===== src/rtl/ustep_pkg.sv =====
package ustep_pkg;

  localparam int UA_W_DEF  = 8;
  localparam int SR_W_DEF  = 16;
  localparam int SYNC_DEF  = 2;

  typedef enum logic [1:0] {
    MODE_RUN  = 2'd0,
    MODE_STEP = 2'd1,
    MODE_STOP = 2'd2
  } step_mode_e;

  // Manual stepping outranks stop-on-match; neither means free run.
  function automatic step_mode_e pick_mode(input logic man, input logic stop);
    if (man)       return MODE_STEP;
    else if (stop) return MODE_STOP;
    else           return MODE_RUN;
  endfunction

  // Equality written as an all-zero difference so the bench can phrase it differently.
  function automatic logic addr_hit(input logic [31:0] a, input logic [31:0] b);
    return ((a ^ b) == 32'd0);
  endfunction

endpackage


===== src/rtl/ustep_sync.sv =====
module ustep_sync #(
  parameter int STAGES = ustep_pkg::SYNC_DEF
) (
  input  logic clk,
  input  logic rst_n,
  input  logic din,
  output logic rise
);
  logic [STAGES-1:0] chain_q;
  logic              last_q;

  always_ff @(posedge clk or negedge rst_n) begin
    if (!rst_n) begin
      chain_q <= '0;
      last_q  <= 1'b0;
    end else begin
      chain_q[0] <= din;
      for (int i = 1; i < STAGES; i++) chain_q[i] <= chain_q[i-1];
      last_q <= chain_q[STAGES-1];
    end
  end

  assign rise = chain_q[STAGES-1] & ~last_q;
endmodule


===== src/rtl/ustep_cmp.sv =====
module ustep_cmp #(
  parameter int UA_W = ustep_pkg::UA_W_DEF
) (
  input  logic [UA_W-1:0] addr,
  input  logic [UA_W-1:0] ref_val,
  output logic            hit
);
  assign hit = ustep_pkg::addr_hit(32'(addr), 32'(ref_val));
endmodule


===== src/rtl/ustep_gate.sv =====
module ustep_gate
  import ustep_pkg::*;
(
  input  logic clk,
  input  logic rst_n,
  input  logic man_en,
  input  logic stop_en,
  input  logic hit,
  input  logic step_pulse,
  output logic ce,
  output logic halted,
  output logic halt_q
);
  step_mode_e mode;
  logic       halt_d;

  assign mode = pick_mode(man_en, stop_en);

  always_comb begin
    ce     = 1'b1;
    halt_d = 1'b0;
    unique case (mode)
      MODE_STEP: ce = step_pulse;
      MODE_STOP: begin
        ce     = step_pulse | ~(hit | halt_q);
        halt_d = step_pulse ? 1'b0 : (hit | halt_q);
      end
      default: ce = 1'b1;
    endcase
  end

  assign halted = (mode == MODE_STOP) & ~ce;

  always_ff @(posedge clk or negedge rst_n) begin
    if (!rst_n) halt_q <= 1'b0;
    else        halt_q <= halt_d;
  end
endmodule


===== src/rtl/ustep_trace.sv =====
module ustep_trace #(
  parameter int UA_W = ustep_pkg::UA_W_DEF
) (
  input  logic            clk,
  input  logic            rst_n,
  input  logic            ce,
  input  logic [UA_W-1:0] cur,
  input  logic [UA_W-1:0] nxt,
  output logic [UA_W-1:0] prev_q,
  output logic [UA_W-1:0] next_q
);
  always_ff @(posedge clk or negedge rst_n) begin
    if (!rst_n) begin
      prev_q <= '0;
      next_q <= '0;
    end else if (ce) begin
      prev_q <= cur;
      next_q <= nxt;
    end
  end
endmodule


===== src/rtl/ustep_ctl.sv =====
module ustep_ctl #(
  parameter int UA_W        = ustep_pkg::UA_W_DEF,
  parameter int SR_W        = ustep_pkg::SR_W_DEF,
  parameter int SYNC_STAGES = ustep_pkg::SYNC_DEF
) (
  input  logic            clk,
  input  logic            rst_n,
  input  logic            man_en,
  input  logic            man_clk,
  input  logic            stop_en,
  input  logic [SR_W-1:0] sw_reg,
  input  logic [UA_W-1:0] cur_addr,
  input  logic [UA_W-1:0] nxt_addr,
  output logic            seq_ce,
  output logic            match,
  output logic            halted,
  output logic [UA_W-1:0] prev_disp,
  output logic [UA_W-1:0] next_disp
);
  localparam int HI_W = SR_W - UA_W;

  // Named internal events, visible to the bound checker.
  logic            step_pulse;
  logic            halt_q;
  logic [UA_W-1:0] sw_cmp;

  assign sw_cmp = sw_reg[UA_W-1:0];

  generate
    if (HI_W > 0) begin : g_hi
      logic sw_hi_unused;
      assign sw_hi_unused = ^sw_reg[SR_W-1:UA_W];
    end
  endgenerate

  ustep_sync #(.STAGES(SYNC_STAGES)) u_sync (
    .clk (clk), .rst_n (rst_n), .din (man_clk), .rise (step_pulse)
  );

  ustep_cmp #(.UA_W(UA_W)) u_cmp (
    .addr (cur_addr), .ref_val (sw_cmp), .hit (match)
  );

  ustep_gate u_gate (
    .clk (clk), .rst_n (rst_n), .man_en (man_en), .stop_en (stop_en),
    .hit (match), .step_pulse (step_pulse),
    .ce (seq_ce), .halted (halted), .halt_q (halt_q)
  );

  ustep_trace #(.UA_W(UA_W)) u_trace (
    .clk (clk), .rst_n (rst_n), .ce (seq_ce),
    .cur (cur_addr), .nxt (nxt_addr),
    .prev_q (prev_disp), .next_q (next_disp)
  );
endmodule


===== config.mk =====
export PLATFORM = sky130hd
export DESIGN_NAME = ustep_ctl
export DESIGN_NICKNAME = d
export VERILOG_FILES = /design/src/rtl/ustep_pkg.sv /design/src/rtl/ustep_sync.sv /design/src/rtl/ustep_cmp.sv /design/src/rtl/ustep_gate.sv /design/src/rtl/ustep_trace.sv /design/src/rtl/ustep_ctl.sv
export SDC_FILE = /design/constraint.sdc
export NUM_CORES = 1
export LEC_CHECK = 0
export CAP_MARGIN = 20
export CORE_MARGIN = 3
export CORE_UTILIZATION = 45
export CTS_BUF_LIST = sky130_fd_sc_hd__clkbuf_8
export DETAILED_ROUTE_END_ITERATION = 8
export PLACE_DENSITY = 0.91
export SETUP_SLACK_MARGIN = 0.4
export SYNTH_ARGS = -nofsm -noshare
export SYNTH_HDL_FRONTEND = slang
export SYNTH_SLANG_ARGS = --single-unit

===== constraint.sdc =====
create_clock -name clk -period 2 [get_ports clk]
set_clock_uncertainty 0.15 [all_clocks]
set_input_delay 0.2 -clock clk [delete_from_list [all_inputs] [get_ports clk]]
set_output_delay 0.2 -clock clk [all_outputs]
set_load 0.005 [all_outputs]

==> run summary, run 1 <==
status - completed
Tcrit/Tclk final - 82.0%
first-pass GRT wire length - 8650 um
PwrDens - 553 nW/um2
Reg2Reg Depth - 5
clock root buffer - clkbuf_8
# IOs - 56
gpl congestion - 0.843
TritonRoute pass-1 iters - 5
RSZ-0062 raised after global routing - yes
Longest Clk Path Bufs - 2
FFs w/ async S/R, synth - 100%
Worst-Skew Late Latency - 260 ps
Worst Hold Class - in -> async
slew margin rel. - 60.5%
overall routing resource usage - 27.0%
ys flop type - dfrtp_1
Synth cell types - 26
hold_buf cts - 0
Peak VDD IR - 459 uV
Die Span X - 62.5 um
HPWL Detailed - 3260 um
post-synthesis sequential area ratio - 34.9%
final worst slack - 361 ps
# rows - 19
top post-synthesis cells by area - dfrtp_1 (35%), a221oi_1 (9.8%), o2111ai_1 (9.8%), nand4_1 (7.0%), nand3_1 (5.6%)
Leakage - 0.896 nW
TritonCTS clock tree - built
vias in the first global route - 1725
Post-Syn Area - 1430 um2
die area - 3900 um2
#FFs+latches synth - 20
port bufs - 47
crit path capture type - flip-flop
Worst Hold Slack - 134 ps
Initial Util - 49.4%
Final ANT Viol Nets - 0
Iteration-0 DRC Markers - 186
Worst-Margin Slew - 592 ps
Cells after Synth - 159
FILL cells - 197
# DRC - 0
CTS buffer count - 3
critical path arrival - 1610 ps
largest area contributor in the netlist - dfrtp_1
area added between synthesis and finish - 59.2%
Worst Setup Path Type - reg -> reg
Yosys top cell area share - 34.9%
Routed WL - 5950 um
vias - 1874
H-tree depth - 1
largest net degree at the start of global routing - 21
Post-synth EDFFs - 0
initial antenna violation count - 0
n_diodes - 0
clk sinks - 20
Critical Path Start Type - flip-flop
CP Max Fanout - 16
Worst-path clk slew - 80 ps
pre-CTS WS - -327 ps
Max Fclk - 610 MHz
gr ovfl total - 0
maxcap violations - 0
Die Ht - 62.5 um
Yosys warnings - 0
fin nets - 262
final hold viol count - 0
CP required - 1980 ps
Vias/cell - 7.05
Core ar. - 2900 um2
post-synth net total - 196
ratio of cells with drive above 1 in the final layout - 41.1%
Final Critical Period - 1640 ps
endpoints failing setup - 0
Max Slew Vio Count - 0
Mean Syn Cell Area - 9.02 um2
Avg WL per Cell - 22.4 um
## cells by family (layout without fill, tap and decap cells)
kind of cell	count (synthesis)	after routing	share of synthesized area [%]
flip-flops	20	20	34.9
AND/OR/NAND/NOR	77	77	29.9
XOR/XNOR	8	8	5.41
buffers and inverters	19	83	9.16
AO/OA/AOI/OAI	35	36	20.6
## report_power, final
part           total, W  switching (W)  internal, W
clock          0.000322       0.000146     0.000175
combinational  0.000440       0.000204     0.000236
sequential     0.000500      0.0000556     0.000445
## Yosys cell counts, types with 3 or more instances
| master | n |
|---|---|
| o2111ai_1 | 16 |
| nor3_1 | 16 |
| nand4_1 | 16 |
| buf_6 | 4 |
| buf_4 | 6 |
| nand3_1 | 16 |
| clkbuf_1 | 4 |
| a221oi_1 | 16 |
| buf_2 | 3 |
| xnor2_1 | 7 |
| dfrtp_1 | 20 |
| nand2_1 | 17 |
## critical path: stages, from the launching register on
cell      delay, ps
dfrtp_1         420
nand2b_4        170
and2_4          160
buf_8           170
a221oi_2        280
nand3_1         140
## metal layers
metal  vias up  GRT usage [%]  routed length, um
li1        770              -                  -
met1       887           35.6               2260
met2       177           43.4               2730
met3        40           4.50                670
met4         0           12.1                296
met5         -              0                  0
## cell usage in the layout, fill, tap and decap left out, types with 10 or more instances in the layout
master,count
a221oi_2,15
buf_4,26
clkbuf_2,10
clkdlybuf4s50_1,26
dfrtp_1,20
nand2_1,16
nand3_1,16
nand4_1,16
nor3_1,16
o2111ai_1,16
## final timing paths
path,from,to,slack [ps]
max in group asynchronous,rst_n,u_trace.prev_q[0],1350
min in group clk,cur_addr[5],u_trace.prev_q[5],190
hold reg to reg,u_sync.chain_q[0],u_sync.chain_q[1],220
setup / recovery,u_sync.last_q,u_trace.next_q[6],360
hold / removal,rst_n,u_sync.last_q,130
setup reg to reg,u_sync.last_q,u_trace.next_q[6],360
## layout make-up
cell class	instances	area [um2]	share of cell area, %
clock buffers	4	55.1	2.41
inverters	1	3.75	0.164
multi-input cells	121	1020	44.7
flip-flops and latches	20	500	21.9
well taps	42	52.6	2.30
repair buffers	78	649	28.5
## timing repair
action,4_1_cts,5_1_grt
buffers inserted,6,4
cloned,0,1
resized for setup,72,40
pin swaps,12,27
endpoints found under the setup margin,19,19
## state kept, by name, summed over array words and instances, names as in the netlist
register and cells:
u_gate.halt_q 1, u_sync.chain_q 2, u_sync.last_q 1, u_trace.next_q 8, u_trace.prev_q 8
## stage by stage
| step | std cells | TNS, ps | area (um2) | utilization [%] | power [W] |
|---|---|---|---|---|---|
| 5_1_grt | 266 | 0 | 2280 | 78.7 | 0.00130 |
| 2_1_floorplan | 159 | 0 | 1430 | - | 0.000645 |
| 3_3_place_gp | 251 | -1100 | 1990 | 68.5 | 0.000831 |
| 6_report | 266 | 0 | 2280 | 78.7 | 0.00126 |
| 3_5_place_dp | 251 | -2810 | 1990 | 68.5 | 0.000848 |
| 4_1_cts | 261 | 0 | 2160 | 74.3 | 0.00118 |
(Power assumes the default switching activity.)
==> run 2: changes to the inputs <==
--- a/config.mk
+++ b/config.mk
@@ -7,10 +7,10 @@
 export LEC_CHECK = 0
 export CAP_MARGIN = 20
 export CORE_MARGIN = 3
-export CORE_UTILIZATION = 45
+export CORE_UTILIZATION = 41
 export CTS_BUF_LIST = sky130_fd_sc_hd__clkbuf_8
 export DETAILED_ROUTE_END_ITERATION = 8
-export PLACE_DENSITY = 0.91
+export PLACE_DENSITY = 0.88
 export SETUP_SLACK_MARGIN = 0.4
 export SYNTH_ARGS = -nofsm -noshare
 export SYNTH_HDL_FRONTEND = slang
==> constraint.sdc (replaced) <==
create_clock -name clk -period 1.4 [get_ports clk]
set_clock_uncertainty 0.15 [all_clocks]
set_input_delay 0.14 -clock clk [delete_from_list [all_inputs] [get_ports clk]]
set_output_delay 0.14 -clock clk [all_outputs]
set_load 0.005 [all_outputs]
==> run summary, run 2 (synthesis gave the netlist of run 1 again) <==
CP Max Fanout - 6
clk sinks - 20
first-pass GRT wire length - 9940 um
PwrDens - 767 nW/um2
failing checks - setup timing
Worst-Margin Slew - 369 ps
TritonCTS clock tree - built
# rows - 20
Worst-Skew Late Latency - 270 ps
pre-CTS WS - -801 ps
clock root buffer - clkbuf_8
Top Registers - u_trace.next_q (8), u_trace.prev_q (8), u_sync.chain_q (2)
port bufs - 47
Max Fclk - 622 MHz
Slowest cell on crit path - dfrtp_1
slew margin rel. - 75.2%
area added between synthesis and finish - 76.5%
hold_buf cts - 0
CP required - 1380 ps
H-tree depth - 1
CTS buffer count - 3
HPWL Detailed - 3540 um
maxcap violations - 0
CP Cell Sequence - buf_6, nand2b_4, buf_6, o21ai_4, buf_6, a221oi_4, nand3_1
overall routing resource usage - 30.2%
final worst slack - -207 ps
Avg WL per Cell - 22.2 um
Peak VDD IR - 551 uV
Initial Util - 44.8%
Worst path top cell family by delay - flip-flops
Tcrit/Tclk final - 115%
Iteration-0 DRC Markers - 237
Die Span X - 65.1 um
leading cell types in the layout, fill and taps excluded - buf_4 (40), buf_2 (28), dfrtp_1 (20)
Worst-path clk slew - 80 ps
die area - 4240 um2
Worst Hold Class - in -> async
ratio of cells with drive above 1 in the final layout - 51.0%
# IOs - 56
Vias/cell - 6.80
most common cell after layout, fill and taps aside - buf_4
Core ar. - 3200 um2
fin nets - 283
Worst Setup Path Type - reg -> reg
Largest stage delay, worst path - 390 ps
Worst Path Buf+Inv - 3
gpl congestion - 0.820
largest net degree at the start of global routing - 21
gr ovfl total - 0
RSZ-0062 raised after global routing - yes
vias - 1966
endpoints failing setup - 18
Final ANT Viol Nets - 0
final hold viol count - 0
critical path arrival - 1590 ps
Die Ht - 65.1 um
n_diodes - 0
Longest Clk Path Bufs - 2
Routed WL - 6420 um
status - complete, but fails checks
Max Slew Vio Count - 0
cell mode on critical path - buf_6
Leakage - 1.00 nW
vias in the first global route - 1963
crit path capture type - flip-flop
initial antenna violation count - 0
Final Critical Period - 1610 ps
setup_tns - -2420 ps
Critical Path Start Type - flip-flop
# DRC - 0
TritonRoute pass-1 iters - 7
## run 2: worst paths after layout
path,cells past startpoint,startpoint,to,slack (ps)
worst min-delay path,2,rst_n,u_trace.next_q[5],60
worst min register to register,0,u_sync.chain_q[0],u_sync.chain_q[1],230
worst max register to register,7,u_sync.chain_q[1],u_trace.prev_q[1],-210
max in group asynchronous,2,rst_n,u_trace.prev_q[2],830
worst max-delay path,7,u_sync.chain_q[1],u_trace.prev_q[1],-210
min in group clk,4,cur_addr[0],u_trace.prev_q[0],90
## run 2: per-layer routing
metal	up-vias	GRT usage, %	wire (um)
li1	808	-	-
met1	927	35.8	2170
met2	185	53.0	3260
met3	46	5.47	683
met4	0	13.7	296
met5	-	0	0
## run 2: cell type report
type / count / area, um2
clock buffer: 4 / 55.1
inverter: 1 / 3.75
sequential: 20 / 500
tap: 44 / 55.1
fill: 195 / 672
timing repair buffer: 100 / 827
multi-input combinational: 120 / 1090
## run 2: through the flow
step,total power [W],area [um2],std cells,hold WS [ps],utilization (%)
finish,0.00194,2530,289,55.7,79.0
global route,0.00201,2530,289,68.1,79.0
CTS,0.00187,2470,284,63.2,77.2
detailed placement,0.00134,2270,260,208,70.9
global placement,0.00131,2270,260,194,70.9
floorplan,0.00100,1660,159,-306,-
## run 2: worst reg2reg max path, cell delays in order (launching register included)
cell and delay (ps):
dfrtp_1 390, buf_6 120, nand2b_4 60, buf_6 100, o21ai_4 80, buf_6 150, a221oi_4 280, nand3_1 140
## run 2: power breakdown
group	switching (W)	internal (W)
Combinational	0.000379	0.000418
Sequential	0.0000407	0.000636
Clock	0.000216	0.000251
## run 2: timing repair
| action | in CTS | in global routing |
|---|---|---|
| resized for setup | 165 | 20 |
| endpoints found under the setup margin | 36 | 36 |
| pin swaps | 21 | 17 |
| cloned | 1 | 0 |
| setup buffers | 19 | 5 |
==> run 3: changes to the inputs <==
--- a/config.mk
+++ b/config.mk
@@ -10,7 +10,9 @@
 export CORE_UTILIZATION = 41
 export CTS_BUF_LIST = sky130_fd_sc_hd__clkbuf_8
 export DETAILED_ROUTE_END_ITERATION = 8
+export MAX_ROUTING_LAYER = met4
 export PLACE_DENSITY = 0.88
+export REMOVE_ABC_BUFFERS = 1
 export SETUP_SLACK_MARGIN = 0.4
 export SYNTH_ARGS = -nofsm -noshare
 export SYNTH_HDL_FRONTEND = slang
==> run summary, run 3 (synthesis gave the netlist of run 1 again) <==
status - complete, but fails checks
failing checks - setup timing
switching share of power - 33.9%
die area - 4240 um2
Avg WL per Cell - 23.8 um
leading cell types in the layout, fill and taps excluded - buf_4 (41), buf_2 (22), dfrtp_1 (20)
CP Max Fanout - 16
initial antenna violation count - 0
Worst path top cell family by delay - simple AND/OR/NAND/NOR gates
fin nets - 283
clock root buffer - clkbuf_8
Die Ht - 65.1 um
Gate power share - 43.4%
Worst Path Buf+Inv - 2
Worst-Margin Slew - 480 ps
n_diodes - 0
TritonRoute pass-1 iters - 7
vias in the first global route - 1968
ratio of cells with drive above 1 in the final layout - 52.0%
RSZ-0062 raised after global routing - yes
TritonCTS clock tree - built
maxcap violations - 0
Max Fclk - 614 MHz
Worst-Skew Late Latency - 270 ps
Finished Layout Cells - 288
largest net degree at the start of global routing - 21
Tcrit/Tclk final - 116%
P_sw - 0.000649 W
first-pass GRT wire length - 10300 um
Worst Hold Class - in -> async
clock power share - 21.3%
crit path capture type - flip-flop
port bufs - 47
Core ar. - 3200 um2
RR Startpoint - u_sync.last_q
# rows - 20
CP Cell Sequence - buf_6, nor2b_4, buf_12, nor3_1, a221oi_2, nand3_1
gr ovfl total - 0
endpoints failing setup - 18
PwrDens - 735 nW/um2
Initial Util - 44.8%
HPWL Detailed - 3240 um
Vias/cell - 6.90
final worst slack - -229 ps
overall routing resource usage - 32.8%
Iteration-0 DRC Markers - 233
# DRC - 0
area added between synthesis and finish - 81.4%
Top Registers - u_trace.next_q (8), u_trace.prev_q (8), u_sync.chain_q (2)
Final ANT Viol Nets - 0
critical path arrival - 1610 ps
CP required - 1380 ps
clk sinks - 20
Int Pwr - 0.00126 W
vias - 1986
# IOs - 56
crit path from - u_sync.last_q
Peak VDD IR - 485 uV
Worst Hold Slack - 79.2 ps
Final Critical Period - 1630 ps
CTS buffer count - 3
met3 usage - 6.50%
Slowest cell on crit path - dfrtp_1
Leakage - 1.02 nW
Largest stage delay, worst path - 420 ps
most common cell after layout, fill and taps aside - buf_4
Longest Clk Path Bufs - 2
final hold viol count - 0
Placed Cells incl. Taps - 260
GRT Max-Usage Layer - met2
routing usage on met1 - 39.0%
Max Slew Vio Count - 0
Die Span X - 65.1 um
routing usage on met2 - 52.4%
final core utilization - 81.2%
Worst Setup Path Type - reg -> reg
Critical Path Start Type - flip-flop
Routed WL - 6850 um
Worst-path clk slew - 90 ps
slew margin rel. - 67.8%
Seq pwr share - 35.3%
H-tree depth - 1
gpl congestion - 0.888
run 3: per-layer routing:
metal | up-vias | part of all wire [%]
met3 | 46 | 12
met2 | 205 | 47
met4 | 0 | 5.0
li1 | 815 | -
met1 | 920 | 36
met5 | - | 0
run 3: repair_timing:
item / CTS / global route
buffers inserted: 24 / 0
gates resized for setup: 212 / 14
hold buffers: 0 / 0
gates cloned: 1 / 0
pin swaps: 46 / 13
setup endpoints to repair: 36 / 36
run 3: path summary, 6_finish.rpt:
kind	to	slack, ps	cells after the start
max in group asynchronous	u_trace.next_q[0]	790	2
worst min-delay path	u_trace.prev_q[3]	80	2
worst max-delay path	u_trace.next_q[1]	-230	6
worst max register to register	u_trace.next_q[1]	-230	6
worst min register to register	u_sync.chain_q[1]	200	0
min in group clk	u_trace.prev_q[4]	80	4
run 3: power by group through the flow:
stage | logic (W) | clock network, W | registers (W)
floorplan | 0.000185 | 0 | 0.000702
global placement | 0.000518 | 0 | 0.000701
detailed placement | 0.000525 | 0 | 0.000706
CTS | 0.000746 | 0.000387 | 0.000666
global route | 0.000872 | 0.000438 | 0.000679
finish | 0.000831 | 0.000407 | 0.000675
run 3: final cells by class:
| cell class | instances | area [um2] |
|---|---|---|
| well taps | 44 | 55.1 |
| fillers | 176 | 602 |
| inverters | 1 | 3.75 |
| flip-flops and latches | 20 | 500 |
| multi-input cells | 120 | 1120 |
| clock buffers | 3 | 41.3 |
| repair buffers | 100 | 885 |
run 3: per-stage QoR:
step	TNS (ps)	area, um2	total power (W)	setup WS, ps
floorplan	-8280	1310	0.000887	-446
global placement	-8160	2050	0.00122	-756
detailed placement	-8840	2050	0.00123	-803
CTS	-1340	2520	0.00180	-116
global route	-3870	2600	0.00199	-263
finish	-3030	2600	0.00191	-229
